===== config.mk =====
export PLATFORM = sky130hd
export DESIGN_NAME = eeprom_cfg_loader
export DESIGN_NICKNAME = d
export VERILOG_FILES = /design/src/rtl/cfgld_pkg.sv /design/src/rtl/cfgld_strap_latch.sv /design/src/rtl/cfgld_rec_asm.sv /design/src/rtl/cfgld_smb_txn.sv /design/src/rtl/eeprom_cfg_loader.sv
export SDC_FILE = /design/constraint.sdc
export NUM_CORES = 1
export LEC_CHECK = 0
export BUFFER_PORTS_ARGS = -buffer_cell sky130_fd_sc_hd__buf_2
export CAP_MARGIN = 40
export CORE_MARGIN = 2
export CORE_UTILIZATION = 55
export DETAILED_ROUTE_END_ITERATION = 6
export PLACE_DENSITY = 0.79
export SYNTH_ARGS = -nofsm -noshare
export SYNTH_HDL_FRONTEND = slang
export SYNTH_SLANG_ARGS = --single-unit

===== constraint.sdc =====
create_clock -name clk -period 2.6 [get_ports clk]
set_clock_uncertainty 0.05 [all_clocks]
set_input_delay 0.52 -clock clk [delete_from_list [all_inputs] [get_ports clk]]
set_output_delay 0.52 -clock clk [all_outputs]
set_load 0.02 [all_outputs]

===== src/rtl/cfgld_pkg.sv =====
package cfgld_pkg;

  // Byte-engine command codes
  typedef enum logic [2:0] {
    SMB_START     = 3'd0,
    SMB_WRITE     = 3'd1,
    SMB_READ_ACK  = 3'd2,
    SMB_READ_NACK = 3'd3,
    SMB_STOP      = 3'd4
  } smb_op_e;

  // Fixed upper bits of the device address: bits 7..5 of the device byte
  localparam logic [2:0] DEV_FIXED = 3'b101;
  localparam int STRAP_W = 4;
  localparam int STEP_W  = 4;

endpackage


===== src/rtl/cfgld_strap_latch.sv =====
module cfgld_strap_latch
  import cfgld_pkg::*;
(
  input  logic               clk,
  input  logic               rst_n,
  input  logic [STRAP_W-1:0] strap,
  output logic [6:0]         dev_addr,
  output logic               addr_ok
);

  always_ff @(posedge clk or negedge rst_n) begin
    if (!rst_n) begin
      dev_addr <= '0;
      addr_ok  <= 1'b0;
    end else if (!addr_ok) begin
      dev_addr <= {DEV_FIXED, strap};
      addr_ok  <= 1'b1;
    end
  end


  addr_frozen_chk: assert property (@(posedge clk) disable iff (!rst_n)
    addr_ok |=> $stable(dev_addr));

endmodule


===== src/rtl/cfgld_rec_asm.sv =====
module cfgld_rec_asm #(
  parameter int NBYTES = 6
) (
  input  logic                clk,
  input  logic                rst_n,
  input  logic                shift_en,
  input  logic [7:0]          byte_in,
  output logic [NBYTES*8-1:0] rec
);

  localparam int W = NBYTES * 8;

  always_ff @(posedge clk or negedge rst_n) begin
    if (!rst_n) rec <= '0;
    else if (shift_en) rec <= {rec[W-9:0], byte_in};
  end

endmodule


===== src/rtl/cfgld_smb_txn.sv =====
module cfgld_smb_txn
  import cfgld_pkg::*;
#(
  parameter int LEN_W = 3
) (
  input  logic             clk,
  input  logic             rst_n,
  input  logic             start,
  input  logic             is_read,
  input  logic [15:0]      mem_addr,
  input  logic [7:0]       wdata,
  input  logic [LEN_W-1:0] rd_len,
  input  logic [6:0]       dev_addr,
  output logic             done,
  output logic             err,
  output logic             rd_valid,
  output logic [7:0]       rd_byte,
  output logic             bus_req,
  input  logic             bus_gnt,
  output logic             cmd_valid,
  input  logic             cmd_ready,
  output smb_op_e          cmd_op,
  output logic [7:0]       cmd_data,
  input  logic             rsp_valid,
  input  logic             rsp_nack,
  input  logic [7:0]       rsp_data
);

  typedef enum logic [1:0] {T_IDLE, T_REQ, T_ISSUE, T_WAIT} tstate_e;

  tstate_e           state_q;
  logic [STEP_W-1:0] step_q;
  logic [STEP_W-1:0] last_step;
  logic              is_rd_q;
  logic [15:0]       addr_q;
  logic [7:0]        wdata_q;
  logic [LEN_W-1:0]  len_q;
  smb_op_e           op_c;
  logic [7:0]        data_c;

  assign last_step = is_rd_q ? (STEP_W'(6) + STEP_W'(len_q)) : STEP_W'(5);

  always_comb begin
    op_c   = SMB_WRITE;
    data_c = '0;
    if (step_q == last_step) begin
      op_c = SMB_STOP;
    end else begin
      case (step_q)
        4'd0: op_c = SMB_START;
        4'd1: data_c = {dev_addr, 1'b0};
        4'd2: data_c = addr_q[15:8];
        4'd3: data_c = addr_q[7:0];
        4'd4: begin
          if (is_rd_q) op_c = SMB_START;
          else data_c = wdata_q;
        end
        4'd5: data_c = {dev_addr, 1'b1};
        default: op_c = (step_q == last_step - STEP_W'(1)) ? SMB_READ_NACK : SMB_READ_ACK;
      endcase
    end
  end

  always_ff @(posedge clk or negedge rst_n) begin
    if (!rst_n) begin
      state_q  <= T_IDLE;
      step_q   <= '0;
      is_rd_q  <= 1'b0;
      addr_q   <= '0;
      wdata_q  <= '0;
      len_q    <= '0;
      err      <= 1'b0;
      done     <= 1'b0;
      rd_valid <= 1'b0;
      rd_byte  <= '0;
    end else begin
      done     <= 1'b0;
      rd_valid <= 1'b0;
      case (state_q)
        T_IDLE: if (start) begin
          is_rd_q <= is_read;
          addr_q  <= mem_addr;
          wdata_q <= wdata;
          len_q   <= rd_len;
          step_q  <= '0;
          err     <= 1'b0;
          state_q <= T_REQ;
        end
        T_REQ: if (bus_gnt) state_q <= T_ISSUE;
        T_ISSUE: if (cmd_ready) state_q <= T_WAIT;
        T_WAIT: if (rsp_valid) begin
          if (op_c == SMB_WRITE && rsp_nack) begin
            err     <= 1'b1;
            step_q  <= last_step;
            state_q <= T_ISSUE;
          end else if (step_q == last_step) begin
            done    <= 1'b1;
            state_q <= T_IDLE;
          end else begin
            step_q  <= step_q + STEP_W'(1);
            state_q <= T_ISSUE;
          end
          if (op_c == SMB_READ_ACK || op_c == SMB_READ_NACK) begin
            rd_valid <= 1'b1;
            rd_byte  <= rsp_data;
          end
        end
        default: state_q <= T_IDLE;
      endcase
    end
  end

  assign bus_req   = (state_q != T_IDLE);
  assign cmd_valid = (state_q == T_ISSUE);
  assign cmd_op    = op_c;
  assign cmd_data  = data_c;


  cmd_hold_chk: assert property (@(posedge clk) disable iff (!rst_n)
    cmd_valid && !cmd_ready |=> cmd_valid && $stable(cmd_op) && $stable(cmd_data));


  bus_release_chk: assert property (@(posedge clk) disable iff (!rst_n)
    done |-> !bus_req);

endmodule


===== src/rtl/eeprom_cfg_loader.sv =====
module eeprom_cfg_loader
  import cfgld_pkg::*;
#(
  parameter int MAX_RECS = 64,
  parameter int REG_AW   = 16,
  parameter int REG_DW   = 32
) (
  input  logic              clk,
  input  logic              rst_n,
  input  logic [3:0]        strap_addr,
  output logic              bus_req,
  input  logic              bus_gnt,
  output logic              cmd_valid,
  input  logic              cmd_ready,
  output logic [2:0]        cmd_op,
  output logic [7:0]        cmd_data,
  input  logic              rsp_valid,
  input  logic              rsp_nack,
  input  logic [7:0]        rsp_data,
  output logic              reg_wr_valid,
  input  logic              reg_wr_ready,
  output logic [REG_AW-1:0] reg_wr_addr,
  output logic [REG_DW-1:0] reg_wr_data,
  input  logic              pt_req_valid,
  output logic              pt_req_ready,
  input  logic              pt_req_write,
  input  logic [15:0]       pt_req_addr,
  input  logic [7:0]        pt_req_wdata,
  output logic              pt_rsp_valid,
  input  logic              pt_rsp_ready,
  output logic [7:0]        pt_rsp_rdata,
  output logic              pt_rsp_err,
  output logic              load_done,
  output logic              load_err
);

  localparam int REC_BYTES = (REG_AW + REG_DW) / 8;
  localparam int REC_BITS  = REC_BYTES * 8;
  localparam int LEN_W     = $clog2(REC_BYTES + 1);
  localparam int CNT_W     = $clog2(MAX_RECS + 1);
  localparam logic [REG_AW-1:0] END_MARK = {REG_AW{1'b1}};

  typedef enum logic [2:0] {
    L_BOOT, L_FETCH, L_WAIT, L_PUSH, L_IDLE, P_WAIT, P_RSP
  } lstate_e;

  lstate_e          lstate_q;
  logic [6:0]       dev_addr;
  logic             addr_ok;
  logic [REC_BITS-1:0] rec;
  logic [15:0]      rec_base_q;
  logic [CNT_W-1:0] rec_cnt_q;
  logic             txn_start, txn_read, txn_done, txn_err, rd_valid;
  logic [7:0]       rd_byte;
  logic [15:0]      txn_addr;
  logic [LEN_W-1:0] txn_len;
  logic [7:0]       pt_rdata_q;
  logic             pt_err_q;
  smb_op_e          eng_op;

  cfgld_strap_latch u_strap (
    .clk(clk), .rst_n(rst_n), .strap(strap_addr),
    .dev_addr(dev_addr), .addr_ok(addr_ok)
  );

  cfgld_rec_asm #(.NBYTES(REC_BYTES)) u_rec (
    .clk(clk), .rst_n(rst_n), .shift_en(rd_valid), .byte_in(rd_byte), .rec(rec)
  );

  assign txn_start = (lstate_q == L_FETCH) || (lstate_q == L_IDLE && pt_req_valid);
  assign txn_read  = (lstate_q == L_IDLE) ? !pt_req_write : 1'b1;
  assign txn_addr  = (lstate_q == L_IDLE) ? pt_req_addr : rec_base_q;
  assign txn_len   = (lstate_q == L_IDLE) ? LEN_W'(1) : LEN_W'(REC_BYTES);

  cfgld_smb_txn #(.LEN_W(LEN_W)) u_txn (
    .clk(clk), .rst_n(rst_n), .start(txn_start), .is_read(txn_read),
    .mem_addr(txn_addr), .wdata(pt_req_wdata), .rd_len(txn_len), .dev_addr(dev_addr),
    .done(txn_done), .err(txn_err), .rd_valid(rd_valid), .rd_byte(rd_byte),
    .bus_req(bus_req), .bus_gnt(bus_gnt),
    .cmd_valid(cmd_valid), .cmd_ready(cmd_ready), .cmd_op(eng_op), .cmd_data(cmd_data),
    .rsp_valid(rsp_valid), .rsp_nack(rsp_nack), .rsp_data(rsp_data)
  );

  assign cmd_op = eng_op;

  always_ff @(posedge clk or negedge rst_n) begin
    if (!rst_n) begin
      lstate_q   <= L_BOOT;
      rec_base_q <= '0;
      rec_cnt_q  <= '0;
      load_done  <= 1'b0;
      load_err   <= 1'b0;
      pt_rdata_q <= '0;
      pt_err_q   <= 1'b0;
    end else begin
      case (lstate_q)
        L_BOOT:  if (addr_ok) lstate_q <= L_FETCH;
        L_FETCH: lstate_q <= L_WAIT;
        L_WAIT: if (txn_done) begin
          if (txn_err) begin
            load_done <= 1'b1;
            load_err  <= 1'b1;
            lstate_q  <= L_IDLE;
          end else if (rec[REC_BITS-1 -: REG_AW] == END_MARK) begin
            load_done <= 1'b1;
            lstate_q  <= L_IDLE;
          end else begin
            lstate_q  <= L_PUSH;
          end
        end
        L_PUSH: if (reg_wr_ready) begin
          rec_base_q <= rec_base_q + 16'(REC_BYTES);
          rec_cnt_q  <= rec_cnt_q + CNT_W'(1);
          if (rec_cnt_q == CNT_W'(MAX_RECS - 1)) begin
            load_done <= 1'b1;
            load_err  <= 1'b1;
            lstate_q  <= L_IDLE;
          end else begin
            lstate_q  <= L_FETCH;
          end
        end
        L_IDLE: if (pt_req_valid) begin
          pt_rdata_q <= '0;
          lstate_q   <= P_WAIT;
        end
        P_WAIT: begin
          if (rd_valid) pt_rdata_q <= rd_byte;
          if (txn_done) begin
            pt_err_q <= txn_err;
            lstate_q <= P_RSP;
          end
        end
        P_RSP: if (pt_rsp_ready) lstate_q <= L_IDLE;
        default: lstate_q <= L_IDLE;
      endcase
    end
  end

  assign reg_wr_valid = (lstate_q == L_PUSH);
  assign reg_wr_addr  = rec[REC_BITS-1 -: REG_AW];
  assign reg_wr_data  = rec[REG_DW-1:0];
  assign pt_req_ready = (lstate_q == L_IDLE);
  assign pt_rsp_valid = (lstate_q == P_RSP);
  assign pt_rsp_rdata = pt_rdata_q;
  assign pt_rsp_err   = pt_err_q;


  reg_hold_chk: assert property (@(posedge clk) disable iff (!rst_n)
    reg_wr_valid && !reg_wr_ready |=> reg_wr_valid && $stable(reg_wr_addr) && $stable(reg_wr_data));


  pt_rsp_hold_chk: assert property (@(posedge clk) disable iff (!rst_n)
    pt_rsp_valid && !pt_rsp_ready |=> pt_rsp_valid && $stable(pt_rsp_rdata) && $stable(pt_rsp_err));


  pt_gate_chk: assert property (@(posedge clk) disable iff (!rst_n)
    pt_req_ready |-> load_done);


  done_sticky_chk: assert property (@(posedge clk) disable iff (!rst_n)
    load_done |=> load_done);

endmodule


==> flow_metrics.tcl, run 1 <==
set metrics [dict create \
    final_core_util_pct 73.08 \
    endpoint_kind "primary output" \
    die_w_microns 110.7 \
    grt_max_degree 73 \
    path_cells "inv_2 -> ha_4 -> o21ba_4 -> or3_4 -> nor3b_2 -> nor2_1 -> o21a_1 -> buf_6" \
    layout_common_cells "dfrtp_1, buf_2, mux2_2" \
    fill_cells 703 \
    final-setup-viol-count 9 \
    drv_slew 0 \
    slowest_delay_ps 430 \
    fmax_mhz 359.1 \
    grt_pass1_vias 4811 \
    path_buf_inv 2 \
    start_kind "flop" \
    port-buffer-count 120 \
    layout.nets 734 \
    numCtsBuffers 17 \
    wl_mm 15.58 \
    synth_nets 588 \
    ant_nets 0 \
    post-dp-hpwl_mm 10.28 \
    power_frac_seq_pct 39.4 \
    clk_pin_slew_ps 60 \
    crit_required_ps 2030 \
    grt_pass1_wl_mm 25.04 \
    ys_seq_area_share_pct 53.51 \
    yosys_warnings 0 \
    cts_root_buf "clkbuf_16" \
    clk_path_buf_depth 2 \
    htreeDepth 4 \
    groute.usage.overall_pct 25.41 \
    comb_power_share_pct 27.0 \
    hold_violations 0 \
    ys_seq_elements 134 \
    layout_commonest_cell "dfrtp_1" \
    drt-vias-per-instance 5.873 \
    min_period_over_period_pct 107.1 \
    outcome "complete, but fails checks" \
    avgSynthCellArea_sq_um 11.82 \
    violations "setup timing" \
    final_area_sq_um 8026 \
    power.share.clock_pct 33.6 \
    async_reset_ff_share_pct 100.0 \
    n_antenna_cell 0 \
    ys_types 68 \
    synth_area_sq_um 6266 \
    antenna_found_initial 0 \
    netlist_instances 530 \
    drive_above_1_share_pct 42.30 \
    period_minus_slack_ps 2785 \
    die_area_sq_um 12260 \
    leakage_nw 3.743 \
    finalWorstSetupSlack_ps -184.9 \
    drtPass1Iterations 5 \
    cp_slowest_cell "dfrtp_1" \
    path_class "reg2out" \
    slew_headroom_pct 60.72 \
    worst_slew_pin_slew_ps 572.7 \
    synth_edf_count 0 \
    rsz0062_at_grt "yes" \
    ios 121 \
    area_growth_pct 28.10 \
    drc 0 \
    switching_share_pct 32.53 \
    initial_utilization_pct 57.05 \
    cts_sinks 134 \
    dr.first_iter.drc_count 416 \
    cts_tree "built" \
    vias 4863 \
    core_sq_um 10980 \
    power_density_nw_per_um2 952.6 \
    overflow 0 \
    cp_max_fo 4 \
    clk_latency_ps 410 \
    drv_cap 0 \
    switchingPower_mw 2.487 \
    die_h_microns 110.7 \
    gp_congestion 0.8770 \
    p_int_mw 5.158 \
    routedWlPerCell_microns 18.81 \
    dp_slack_ps -44.65 \
    ir_drop_v 0.0007589 \
    placed_area_sq_um 7073 \
    core.rowCount 38 \
    worstPathArrival_ps 2210 \
    hold_path_class "in2async" \
    synthFlopType "dfrtp_1" \
    cpLargestDelayFamily "simple AND/OR/NAND/NOR gates" \
]
flip-flops by register name, summed over array words and instances (netlist names), 2 cells and up:
signal / cells
rec_cnt_q: 7
u_txn.wdata_q: 8
u_txn.state_q: 2
u_txn.step_q: 4
u_txn.rd_byte: 8
u_rec.rec: 48
u_txn.addr_q: 16
rec_base_q: 15
pt_rsp_rdata: 8
u_txn.len_q: 2
u_strap.dev_addr: 5
lstate_q: 3
Yosys cell counts, types with 3 or more instances:
master	number	share of area (%)
dfrtp_1	134	54
mux2_2	70	13
nor2_1	36	2.2
nand2_1	31	1.9
a21oi_1	26	2.1
nand4_1	20	2.0
xnor2_1	20	2.8
mux2i_1	19	3.0
o21ai_0	19	1.5
inv_1	14	0.84
clkbuf_1	12	0.72
ha_1	12	2.4
nand3_1	10	0.80
nor2b_1	8	0.80
nor3_1	7	0.56
a222oi_1	5	0.80
buf_2	5	0.40
nand2b_1	5	0.50
a22o_1	4	0.56
nor3b_1	4	0.48
o21a_1	4	0.48
and3_1	3	0.30
buf_1	3	0.18
buf_4	3	0.36
buf_6	3	0.54
o21bai_1	3	0.36
xor2_1	3	0.42
metrics by stage:
step / hold WS (ps) / setup TNS, ps / std cells / power, mW
2_1_floorplan: 174.4 / 0 / 530 / 4.304
3_3_place_gp: 406.9 / 0 / 781 / 4.813
3_5_place_dp: 410.8 / -124.1 / 781 / 4.899
4_1_cts: 77.40 / -716.7 / 821 / 7.594
5_1_grt: 86.94 / -2028 / 828 / 8.049
6_report: 62.18 / -1229 / 828 / 7.646
power by group through the flow:
stage	registers (mW)	logic, mW	clock network, mW
after floorplan	2.92	1.39	0
after global placement	3.00	1.81	0
after detailed placement	3.02	1.88	0
after CTS	2.99	1.99	2.62
after global routing	3.07	2.28	2.70
final	3.02	2.06	2.57
cells by family (layout without fill, tap and decap cells):
group / after synthesis / count (layout) / synth area share (%)
AND/OR/NAND/NOR: 144 / 144 / 12.40
flip-flops: 134 / 134 / 53.51
other: 1 / 1 / 0.05985
buffers and inverters: 40 / 198 / 3.035
AO/OA/AOI/OAI: 86 / 86 / 9.405
XOR/XNOR: 23 / 23 / 3.215
adder cells (fa/ha/maj): 12 / 12 / 2.396
multiplexers: 90 / 90 / 15.97
repair_timing:
item                                    CTS  global route
endpoints found under the setup margin   11            11
setup buffers                             9             7
resized for setup                        31            27
pin swaps                                 4            11
hold buffers                              0             0
path summary, 6_finish.rpt:
check / end / from / cells after the start / slack, ps
worst min register to register: rec_cnt_q[6] / rec_cnt_q[6] / 1 / 420
max in group asynchronous: u_txn.rd_valid / rst_n / 2 / 2070
worst max register to register: u_txn.rd_byte[3] / u_txn.step_q[0] / 10 / 250
worst max-delay path: cmd_op[0] / u_txn.step_q[0] / 8 / -180
min in group clk: u_txn.is_rd_q / pt_req_write / 2 / 240
worst min-delay path: rec_base_q[4] / rst_n / 2 / 60
routing by layer:
metal  wire length, microns  global-route usage (%)  vias to the layer above
met4                    361                   8.250                        0
met5                      0                       0                        -
met1                   6747                   34.91                     2422
met2                   7640                   40.61                      198
met3                    828                   5.522                       31
li1                       -                       -                     2212
final cells by class:
class	instances	area [sq um]	share of cell area [%]
repair buffers	153	960.9	11.97
well taps	140	175.2	2.182
multi-input cells	356	2845	35.45
inverters	14	52.55	0.6547
clock inverters	13	205.2	2.557
flip-flops and latches	134	3358	41.84
clock buffers	18	429.2	5.347
(Power assumes the default switching activity.)
==> inputs of run 2 (changes only) <==
Settings changed: CTS_CLUSTER_SIZE from default to 10, SETUP_SLACK_MARGIN from default to 0.5, SLEW_MARGIN from default to 40.
==> run 2 against run 1 <==
Net effect: the run ends with DRC, setup timing left; wire length is 5.0% higher; clock power is 10% lower; core utilization is 0.47 points higher; sequential share of layout area is 0.22 points lower; non-clock buffer count is 1 lower; maximum frequency is 1.4% lower; highest routed layer unchanged.
==> flow_metrics.tcl, run 2 (synthesized netlist as in run 1, its figures left out) <==
set metrics [dict create \
    outcome "complete, but fails checks" \
    violations "DRC, setup timing" \
    wl_mm 16.35 \
    ir_drop_v 0.0005204 \
    endpoint_kind "primary output" \
    n_antenna_cell 0 \
    final_core_util_pct 73.55 \
    leakage_nw 3.746 \
    drc 4 \
    numCtsBuffers 17 \
    path_cells "inv_4 -> ha_4 -> and4bb_1 -> or3_4 -> nor3b_2 -> nor2_1 -> o21a_2 -> buf_2" \
    overflow 0 \
    clk_path_buf_depth 2 \
    crit_required_ps 2030 \
    initial_utilization_pct 57.05 \
    fmax_mhz 353.9 \
    layout_commonest_cell "dfrtp_1" \
    top_register "u_rec.rec" \
    gp_congestion 0.8970 \
    finalWorstSetupSlack_ps -225.7 \
    core_sq_um 10980 \
    clk_latency_ps 420 \
    worst_slew_pin_slew_ps 569.1 \
    htreeDepth 4 \
    largest_reg_flops 48 \
    final-setup-viol-count 11 \
    start_kind "flop" \
    die_h_microns 110.7 \
    hold_violations 0 \
    path_class "reg2out" \
    placed_area_sq_um 7159 \
    largestRegisters "u_rec.rec x48, u_txn.addr_q x16, rec_base_q x15" \
    groute.usage.overall_pct 27.27 \
    die_w_microns 110.7 \
    timing.hold.ws_ps 45.68 \
    slew_headroom_pct 60.98 \
    rsz0062_at_grt "yes" \
    cp_max_fo 6 \
    cts_tree "built" \
    ant_nets 0 \
    drt-vias-per-instance 5.911 \
    layout.nets 733 \
    path_buf_inv 2 \
    drv_slew 0 \
    worstPathArrival_ps 2260 \
    period_minus_slack_ps 2826 \
    min_period_over_period_pct 108.7 \
    port-buffer-count 120 \
    ios 121 \
    vias 4888 \
    power_density_nw_per_um2 928.3 \
    hold_path_class "in2async" \
    cts_sinks 134 \
    dr.first_iter.drc_count 394 \
    cts_root_buf "clkbuf_16" \
    post-dp-hpwl_mm 10.50 \
    core.rowCount 38 \
    antenna_found_initial 0 \
    cts-hold-fix-buffers 0 \
    drv_cap 0 \
    layout_common_cells "dfrtp_1, buf_2, mux2_2" \
    cpLargestDelayFamily "simple AND/OR/NAND/NOR gates" \
    cp_slowest_cell "dfrtp_2" \
    die_area_sq_um 12260 \
    routedWlPerCell_microns 19.77 \
    drtPass1Iterations 7 \
    place_inst 779 \
    clk_pin_slew_ps 50 \
    dp_slack_ps -31.47 \
    slowest_delay_ps 470 \
    finalNonFillerCells 827 \
    drive_above_1_share_pct 43.52 \
    area_growth_pct 28.91 \
    grt_pass1_vias 5050 \
    grt_max_degree 79 \
    grt_pass1_wl_mm 26.51 \
    final_area_sq_um 8078 \
]
[run 2: path summary, 6_finish.rpt]
path,startpoint,end,slack [ps],cells past startpoint
worst max-delay path,u_txn.step_q[0],cmd_op[0],-230,8
worst min register to register,load_done,load_done,430,1
min in group clk,pt_req_write,u_txn.is_rd_q,250,2
worst max register to register,u_txn.step_q[1],u_txn.rd_byte[5],290,9
worst min-delay path,rst_n,rec_base_q[15],50,2
max in group asynchronous,rst_n,u_rec.rec[46],2070,2
[run 2: report_power, final]
group	switching (mW)	internal, mW	total [mW]
sequential	0.481	2.55	3.03
clock	0.861	1.45	2.31
combinational	1.20	0.953	2.16
total	2.55	4.95	7.50
[run 2: layer usage]
metal | share of wire (%) | GRT usage, % | vias up
li1 | - | - | 2202
met4 | 2.7 | 12.92 | 0
met1 | 41 | 36.34 | 2430
met2 | 49 | 43.35 | 215
met3 | 6.5 | 5.358 | 41
met5 | 0 | 0 | -
[run 2: area by class of cell]
cell class / count / area (sq um)
flip-flops and latches: 134 / 3362
multi-input cells: 356 / 2908
fillers: 695 / 2905
repair buffers: 152 / 1008
clock buffers: 22 / 464.2
well taps: 140 / 175.2
clock inverters: 9 / 102.6
inverters: 14 / 57.56
[run 2: worst reg2reg max path: stages (launching register included)]
cell and delay [ps]:
dfrtp_2 460, and3b_2 270, o2111ai_4 240, nand2_4 80, buf_6 120, buf_8 120
buf_6 120, nor3_4 230, buf_6 200, mux2_4 300
[run 2: repair_timing]
| action | 4_1_cts | 5_1_grt |
|---|---|---|
| gates cloned | 1 | 0 |
| buffers inserted | 14 | 2 |
| pin swaps | 6 | 7 |
| resized for setup | 52 | 15 |
| endpoints found under the setup margin | 27 | 34 |
[run 2: per-stage QoR]
| stage | setup TNS (ps) | total power [mW] |
|---|---|---|
| after global placement | 0 | 4.853 |
| after global routing | -2594 | 7.865 |
| final | -2078 | 7.498 |
| after detailed placement | -171.7 | 4.979 |
| after floorplan | 0 | 4.373 |
| after CTS | -1733 | 7.400 |
==> inputs of run 3 (changes only) <==
Settings changed: CORE_ASPECT_RATIO from default to 1.5, CORE_MARGIN 2 to default, CORE_UTILIZATION 55 to 56, PLACE_DENSITY 0.79 to 0.8, SYNTH_HIERARCHICAL from default to 1.
==> run 3 against run 2 <==
Net effect: the flow finishes with violations (setup timing); worst hold slack got worse by 2.8 ps; sequential power rose by 13%; largest cell class unchanged; highest routed layer unchanged; critical path depth did not move.
==> flow_metrics.tcl, run 3 <==
set metrics [dict create \
    violations "setup timing" \
    use_met2_pct 49.07 \
    ys_seq_elements 135 \
    grt_pass1_wl_mm 25.01 \
    cts-hold-fix-buffers 0 \
    power_mw 10.01 \
    final-setup-viol-count 11 \
    port-buffer-count 120 \
    ir_drop_v 0.0006952 \
    grtUsageMet1_pct 30.68 \
    vias 4937 \
    r2r_cells 9 \
    drtPass1Iterations 4 \
    rsz0062_at_grt "yes" \
    yosys_warnings 6 \
    async_reset_ff_share_pct 100.0 \
    layout_commonest_cell "dfrtp_1" \
    core.rowCount 47 \
    synth_common_cells "dfrtp_1, nand2_1, mux2_2, nor2_1, mux2_4" \
    slowest_delay_ps 390 \
    clk_pin_slew_ps 60 \
    leakage_nw 4.115 \
    largestRegisters "u_rec/rec x48, u_txn/addr_q x16, rec_base_q x15" \
    endpoint_kind "primary output" \
    cts_root_buf "clkbuf_16" \
    cp_slowest_cell "dfrtp_1" \
    use_met3_pct 8.047 \
    groute.usage.overall_pct 27.93 \
    start_kind "flop" \
    netlist_instances 571 \
    synth_area_sq_um 6405 \
    dr.first_iter.drc_count 151 \
    ant_nets 0 \
    die_w_microns 89.32 \
    yosysTopAreaCell "dfrtp_1" \
    outcome "complete, but fails checks" \
    clk_latency_ps 410 \
    top_register "u_rec/rec" \
    overflow 0 \
    worst_slew_pin_slew_ps 559.5 \
    placed_area_sq_um 7333 \
    largest_reg_flops 48 \
    initial_utilization_pct 57.63 \
    layout_common_cells "dfrtp_1, nand2_1, buf_2" \
    wl_mm 15.73 \
    die_h_microns 133.0 \
    drc 0 \
    hold_violations 0 \
    grt_max_degree 56 \
    top_usage_layer "met2" \
    layout.nets 771 \
    synthFlopType "dfrtp_1" \
    ys_seq_area_share_pct 52.74 \
    synth_top_cells_by_area "dfrtp_1, mux2_2, mux2_4" \
    period_minus_slack_ps 2940 \
    avgSynthCellArea_sq_um 11.22 \
    drv_cap 0 \
    yosysMostFrequentCell "dfrtp_1" \
    numCtsBuffers 17 \
    routedWlPerCell_microns 17.94 \
    seqCellArea_sq_um 3382 \
    path_cells "inv_2 -> ha_4 -> and3b_1 -> o211a_1 -> o32a_1 -> a211o_4 -> nor2_4 -> buf_6" \
    r2r-end "u_txn/rd_byte[2]" \
    drive_above_1_share_pct 41.37 \
    drt-vias-per-instance 5.629 \
    reg2reg_from "u_txn/len_q[1]" \
    synth_nets 625 \
    die_area_sq_um 11880 \
    cts_sinks 135 \
    post-dp-hpwl_mm 10.70 \
    synth_edf_count 0 \
    rrSetupSlack_ps 170 \
    crit_required_ps 2030 \
    path_buf_inv 2 \
    fmax_mhz 340.1 \
    finalWorstSetupSlack_ps -340.3 \
    grt_pass1_vias 5245 \
    setup_tns_ps -3088 \
    multi_input_area_sq_um 2969 \
    cp_max_fo 8 \
    core_sq_um 11110 \
    gp_congestion 0.8795 \
    final_area_sq_um 8219 \
    drv_slew 0 \
    clk_path_buf_depth 2 \
    worstPathArrival_ps 2370 \
    fill_cells 767 \
    ys_types 55 \
    cpLargestDelayFamily "compound AO/OA/AOI/OAI gates" \
    min_period_over_period_pct 113.1 \
    power_density_nw_per_um2 1218 \
    ios 121 \
    synth_top_area_share_pct 52.74 \
    path_class "reg2out" \
    area_growth_pct 28.33 \
    htreeDepth 4 \
    hold_path_class "in2async" \
    slew_headroom_pct 62.70 \
    n_antenna_cell 0 \
    cts_tree "built" \
    antenna_found_initial 1 \
]
==> run 3: cells by family after synthesis <==
| group | Yosys count | share of synthesized area, % |
|---|---|---|
| compound gates | 63 | 6.779 |
| xor+xnor | 25 | 3.419 |
| fa+ha+maj | 8 | 1.563 |
| buf+inv | 43 | 3.379 |
| flops | 135 | 52.74 |
| mux | 80 | 15.80 |
| other cells | 2 | 0.1173 |
| simple gates | 215 | 16.19 |
==> run 3: per-layer routing <==
metal	routed length (microns)	vias to the layer above
met4	478	0
met5	0	-
met3	921	34
met2	8307	185
li1	-	2263
met1	6026	2455
==> run 3: power by group <==
group / switching (mW) / internal, mW
logic: 2.13 / 1.94
registers: 0.656 / 2.75
clock network: 0.926 / 1.61
total: 3.72 / 6.30
==> run 3: per-stage QoR <==
stage	cells	util [%]	worst slack, ps	hold WS [ps]
6_report	877	73.95	-340.3	42.92
5_1_grt	877	73.95	-406.8	78.77
4_1_cts	872	73.45	-336.2	51.39
3_5_place_dp	833	65.98	-101.4	405.9
3_3_place_gp	833	65.98	55.20	398.6
2_1_floorplan	571	-	29.23	174.4
==> run 3: cell type report <==
class	instances	share of cell area (%)
sequential	135	41.15
multi-input combinational	394	36.12
timing repair buffer	155	12.22
clock buffer	17	5.176
clock inverter	15	2.451
tap	147	2.238
inverter	14	0.6394
==> run 3: worst max-delay path by stage <==
stage | startpoint | endpoint | slack (ps) | depth (start not counted)
floorplan | u_txn/len_q[1] | cmd_data[0] | 30 | 8
global placement | u_txn/len_q[2] | cmd_data[1] | 60 | 8
detailed placement | u_txn/step_q[0] | cmd_data[1] | -100 | 7
CTS | u_txn/len_q[2] | cmd_data[7] | -340 | 8
global route | u_txn/len_q[1] | cmd_data[3] | -410 | 8
finish | u_txn/len_q[1] | cmd_data[3] | -340 | 8
==> run 3: timing repair <==
item                                    CTS  global route
pin swaps                                 3             1
cloned                                    2             0
endpoints found under the setup margin   27            26
buffers inserted                          5             5
gates resized for setup                  36             1
